$ cat src/rtl/plenc_pkg.sv
package plenc_pkg;

  typedef enum logic [1:0] {
    PULSE_NONE  = 2'd0,
    PULSE_SET   = 2'd1,
    PULSE_RESET = 2'd2
  } pulse_e;

  // Choose the pulse kind: an edge wins; a refresh carries the level.
  function automatic pulse_e pick_pulse(input logic rise, input logic fall,
                                        input logic refresh, input logic level);
    if (rise)              return PULSE_SET;
    else if (fall)         return PULSE_RESET;
    else if (refresh)      return level ? PULSE_SET : PULSE_RESET;
    else                   return PULSE_NONE;
  endfunction

endpackage

$ cat src/rtl/plenc_sync.sv
module plenc_sync #(
  parameter int STAGES = 2
) (
  input  logic clk,
  input  logic rst_n,
  input  logic d,
  output logic q
);

  logic [STAGES-1:0] chain;

  generate
    for (genvar i = 0; i < STAGES; i++) begin : g_stage
      if (i == 0) begin : g_first
        always_ff @(posedge clk or negedge rst_n) begin
          if (!rst_n) chain[0] <= 1'b0;
          else        chain[0] <= d;
        end
      end else begin : g_next
        always_ff @(posedge clk or negedge rst_n) begin
          if (!rst_n) chain[i] <= 1'b0;
          else        chain[i] <= chain[i-1];
        end
      end
    end
  endgenerate

  assign q = chain[STAGES-1];

  initial begin
    assert (STAGES >= 2) else $error("plenc_sync needs at least two stages");
  end

endmodule

$ cat src/rtl/plenc_edge.sv
module plenc_edge #(
  parameter int STAGES = 2
) (
  input  logic clk,
  input  logic rst_n,
  input  logic level,
  output logic primed,
  output logic rise,
  output logic fall
);

  localparam int WW = $clog2(STAGES + 1);

  logic [WW-1:0] warm;
  logic          prev;

  // Hold off edge detection until the synchronizer holds real samples.
  always_ff @(posedge clk or negedge rst_n) begin
    if (!rst_n) begin
      warm   <= '0;
      primed <= 1'b0;
    end else if (!primed) begin
      if (warm == WW'(STAGES)) primed <= 1'b1;
      else                     warm   <= warm + 1'b1;
    end
  end

  // History follows the synchronized level; during warm-up this seeds it.
  always_ff @(posedge clk or negedge rst_n) begin
    if (!rst_n) prev <= 1'b0;
    else        prev <= level;
  end

  assign rise = primed &  level & ~prev;
  assign fall = primed & ~level &  prev;

  // Once armed, the detector stays armed until the next reset.
  assert_primed_sticky_R9: assert property (@(posedge clk) disable iff (!rst_n)
    primed |=> primed);

  // An edge means the level differs from the one seen a cycle earlier.
  assert_edge_real_R1: assert property (@(posedge clk) disable iff (!rst_n)
    (rise || fall) |-> (level != $past(level)));

endmodule

$ cat src/rtl/plenc_refresh.sv
module plenc_refresh #(
  parameter int CYCLES = 1024
) (
  input  logic clk,
  input  logic rst_n,
  input  logic run,       // refresh mode active and detector armed
  input  logic restart,   // an edge pulse is being sent this cycle
  output logic fire
);

  localparam int CW = (CYCLES > 2) ? $clog2(CYCLES) : 1;

  logic [CW-1:0] idle;
  logic          run_q;
  logic          wake;
  logic          due;

  always_ff @(posedge clk or negedge rst_n) begin
    if (!rst_n) run_q <= 1'b0;
    else        run_q <= run;
  end

  assign wake = run & ~run_q;
  assign due  = (idle == CW'(CYCLES - 1));
  assign fire = run & ~restart & (wake | due);

  always_ff @(posedge clk or negedge rst_n) begin
    if (!rst_n)                     idle <= '0;
    else if (!run || restart || fire) idle <= '0;
    else                            idle <= idle + 1'b1;
  end

  assert_idle_bound_R5: assert property (@(posedge clk) disable iff (!rst_n)
    idle <= CW'(CYCLES - 1));

  // An inactive refresh path keeps its counter cleared.
  assert_idle_parked_R7: assert property (@(posedge clk) disable iff (!rst_n)
    !run |=> (idle == '0));

  initial begin
    assert (CYCLES >= 2) else $error("plenc_refresh needs CYCLES >= 2");
  end

endmodule

$ cat src/rtl/pulse_link_encoder.sv
module pulse_link_encoder #(
  parameter int SYNC_STAGES    = 2,
  parameter int REFRESH_CYCLES = 35000
) (
  input  logic clk,
  input  logic rst_n,
  input  logic data_in,
  input  logic en_n,
  output logic set_pulse,
  output logic reset_pulse
);

  import plenc_pkg::*;

  logic   level;
  logic   primed;
  logic   rise;
  logic   fall;
  logic   fire;
  logic   run;
  pulse_e kind;

  plenc_sync #(.STAGES(SYNC_STAGES)) u_sync (
    .clk   (clk),
    .rst_n (rst_n),
    .d     (data_in),
    .q     (level)
  );

  plenc_edge #(.STAGES(SYNC_STAGES)) u_edge (
    .clk    (clk),
    .rst_n  (rst_n),
    .level  (level),
    .primed (primed),
    .rise   (rise),
    .fall   (fall)
  );

  assign run = primed & ~en_n;

  plenc_refresh #(.CYCLES(REFRESH_CYCLES)) u_refresh (
    .clk     (clk),
    .rst_n   (rst_n),
    .run     (run),
    .restart (rise | fall),
    .fire    (fire)
  );

  assign kind = pick_pulse(rise, fall, fire, level);

  always_ff @(posedge clk or negedge rst_n) begin
    if (!rst_n) begin
      set_pulse   <= 1'b0;
      reset_pulse <= 1'b0;
    end else begin
      set_pulse   <= (kind == PULSE_SET);
      reset_pulse <= (kind == PULSE_RESET);
    end
  end

  assert_exclusive_R3: assert property (@(posedge clk) disable iff (!rst_n)
    !(set_pulse && reset_pulse));

  assert_rise_to_set_R1: assert property (@(posedge clk) disable iff (!rst_n)
    rise |=> set_pulse);

  assert_fall_to_reset_R2: assert property (@(posedge clk) disable iff (!rst_n)
    fall |=> reset_pulse);

  assert_lowpower_quiet_R7: assert property (@(posedge clk) disable iff (!rst_n)
    (en_n && !rise && !fall) |=> !(set_pulse || reset_pulse));

  assert_enable_wake_R8: assert property (@(posedge clk) disable iff (!rst_n)
    (primed && $fell(en_n)) |=> (set_pulse || reset_pulse));

  assert_warmup_quiet_R9: assert property (@(posedge clk) disable iff (!rst_n)
    !primed |=> !(set_pulse || reset_pulse));

endmodule

$ cat config.mk
export PLATFORM = sky130hd
export DESIGN_NAME = pulse_link_encoder
export DESIGN_NICKNAME = d
export VERILOG_FILES = /design/src/rtl/plenc_pkg.sv /design/src/rtl/plenc_sync.sv /design/src/rtl/plenc_edge.sv /design/src/rtl/plenc_refresh.sv /design/src/rtl/pulse_link_encoder.sv
export SDC_FILE = /design/constraint.sdc
export NUM_CORES = 1
export LEC_CHECK = 0
export BUFFER_PORTS_ARGS = -buffer_cell sky130_fd_sc_hd__buf_2
export CORE_MARGIN = 8
export CORE_UTILIZATION = 63
export CTS_BUF_LIST = sky130_fd_sc_hd__clkbuf_16
export CTS_CLUSTER_SIZE = 16
export DETAILED_ROUTE_END_ITERATION = 7
export PLACE_DENSITY = 0.82
export SETUP_SLACK_MARGIN = 0.4
export SLEW_MARGIN = 20
export SYNTH_ARGS = -nofsm -noshare
export SYNTH_HDL_FRONTEND = slang
export SYNTH_HIERARCHICAL = 1
export SYNTH_SLANG_ARGS = --single-unit
$ cat constraint.sdc
create_clock -name clk -period 3.6 [get_ports clk]
set_input_delay 0.36 -clock clk [delete_from_list [all_inputs] [get_ports clk]]
set_output_delay 0.36 -clock clk [all_outputs]
set_load 0.01 [all_outputs]
==> out/results.ini <==
[yosys]
ys_ff_latch=25
netlist_area_um2=1200
yosysWarnings=6
synthCells=106
synth-seq-area-share_pct=52.0
ys.flop_type=dfrtp_1
synthTopCellsByArea=dfrtp_1 52%, xnor2_1 6.5%, nor2_1 4.4%
synth_top_family_by_area=simple AND/OR/NAND/NOR gates
muxShareOfSynthArea_pct=0
synth_xor_area_share_pct=11.5
synth_simple_gate_area_share_pct=28.0
synthArstFlopShare_pct=100
synth_compound_area_share_pct=3.64
syn_avg_cell_area_um2=11.4
ys_types=33
yosys.area.top_type=dfrtp_1
yosys.area_share.adder_pct=2.08
synth.net_count=112
synth_top_area_share_pct=52.0
synth_edf_count=0

[critical_path]
path_buf_inv=0
start_kind=flop
path_cells=ha_1 > and3_1 > a41oi_2 > nor3b_1 > nand2b_4 > a21oi_2
cp_max_fo=6
r2r_cells=6
cp_top_family=simple AND/OR/NAND/NOR gates
criticalPathCategory=flop to flop
arrival_ns=1.97
crit_path_top_delay_cell=nor3b_1
end_kind=flop
cp.required_ns=3.79
path_depth=6
max_stage_delay_ns=0.44

[floorplanning]
rows=16
io_pins=6
initial_core_util_pct=64.0
die_y_um=59.7
die_w_um=59.7
fp.dieArea_um2=3570
core-area_um2=1880

[timing]
rsz0062_at_grt=no
fmax_ghz=0.561
hold_violations=0
tightest_slew_ns=0.517
fin_crit_sh_pct=49.5
skew_ns=0.00246
setup_viol_count_final=0
finalWorstPathRequiredPeriod_ns=1.78
maxSlewHeadroom_pct=65.5
hold-worst-slack_ns=0.0733
slew_violations=0
tns_ns=0

[global_routing]
grt_first_pass_wirelength_um=3520
gr-total-overflow=0
grt_antenna_before_repair=0
track_usage_pct=13.3
grt_pass1_vias=814
grt_max_degree=26

[clocking]
cts_resized=0
hold_buffers=0
cts.sinks=25
h-tree-depth=1
cts_made_buffers=3
clock_latency_ns=0.26
cts_setup_buffers=0
clk_path_buf_depth=2
cts_tree=yes
root_buffer=clkbuf_16
path_clk_slew_ns=0.06

[placed_design]
io_buffers=5
dp_cells=137
hpwl_um=1400
post_dp_cell_area_um2=1250
place.gp.congestion=0.814

[pwr]
sw_frac_of_total_pct=19.6
power_frac_seq_pct=52.3
p_per_area_nw_per_um2=413
comb_power_share_pct=3.9
leakage_uw=0.000535
power.total_uw=551
p_int_uw=443
ir_drop_uv=434
clkPwrFrac_pct=43.8
p_switching_uw=108

[layout]
fin_area_um2=1330
drive_gt1_share_pct=22.8
nets=121
final_cells=141
antennaDiodeCount=0
area_delta_synth_final_pct=10.8
final_common_cell=dfrtp_1
layout_common_cells=25 x dfrtp_1, 14 x nor2_1, 9 x xnor2_1, 6 x nand3_1

[routing]
wl_per_cell_um=14.0
vias=762
wl_um=1980
avgViaCountPerCell=5.40
firstDrtPassIters=4
ant_nets=0
drt-initial-drc-count=6
drc=0

[status]
status=completed

[run]
max_cap_viol_count=0

[worst_hold_path]
timing.hold.worst.class=input port to asynchronous set/reset pin

-- final cells by class --
| class | count | area, µm² |
|---|---|---|
| Sequential cell | 25 | 626 |
| Timing Repair Buffer | 5 | 25.0 |
| Clock buffer | 3 | 75.1 |
| Tap cell | 27 | 33.8 |
| Multi-Input combinational cell | 74 | 544 |
| Inverter | 6 | 22.5 |
| Fill cell | 145 | 548 |
| Clock inverter | 1 | 7.51 |
-- cells by family after synthesis --
kind of cell / Yosys count
compound gates: 5
xor+xnor: 15
fa+ha+maj: 2
buf+inv: 7
flops: 25
simple gates: 52
-- worst paths after layout --
kind / to / from / slack, ns
worst max register to register: reset_pulse / u_refresh/idle[0] / 1.82
worst min register to register: u_sync/q / u_sync/chain[0] / 0.37
min in group clk: u_sync/chain[0] / data_in / 0.21
worst min-delay path: u_refresh/idle[14] / rst_n / 0.07
worst max-delay path: reset_pulse / u_refresh/idle[0] / 1.82
max in group asynchronous: u_refresh/idle[5] / rst_n / 3.18
-- synth_stat cells, types with 2 or more instances --
cell type / count
dfrtp_1: 25
nor2_1: 14
xnor2_1: 9
nand3_1: 6
inv_1: 5
xor2_1: 5
nand2_1: 4
nand4_1: 4
nor4_2: 4
nor2_2: 3
nor3_1: 3
and3_1: 2
ha_1: 2
-- power groups by stage --
stage,Combinational (µW),Sequential [µW],Clock [µW]
2_1_floorplan,11.9,294,0
3_3_place_gp,21.3,293,0
3_5_place_dp,22.0,293,0
4_1_cts,22.2,288,249
5_1_grt,24.7,289,262
6_report,21.5,288,242
-- flip-flops by register name, summed over array words and instances, names as in the netlist --
signal           count
u_refresh/run_q      1
u_refresh/idle      16
reset_pulse          1
u_edge/primed        1
u_sync/chain         1
set_pulse            1
u_edge/prev          1
u_edge/warm          2
u_sync/q             1
-- metal layers --
| metal | GRT usage [%] | up-vias | wire (µm) |
|---|---|---|---|
| met1 | 14.9 | 364 | 863 |
| met3 | 5.59 | 4 | 102 |
| met4 | 4.76 | 0 | 24 |
| li1 | - | 381 | - |
| met2 | 22.0 | 13 | 989 |
| met5 | 0 | - | 0 |
-- metrics by stage --
stage	utilization, %	setup WS, ns
floorplan	-	1.99
global placement	66.5	1.91
detailed placement	66.5	1.84
CTS	70.9	1.82
global route	70.9	1.71
finish	70.9	1.82
Power figures use the tool's default switching activity.
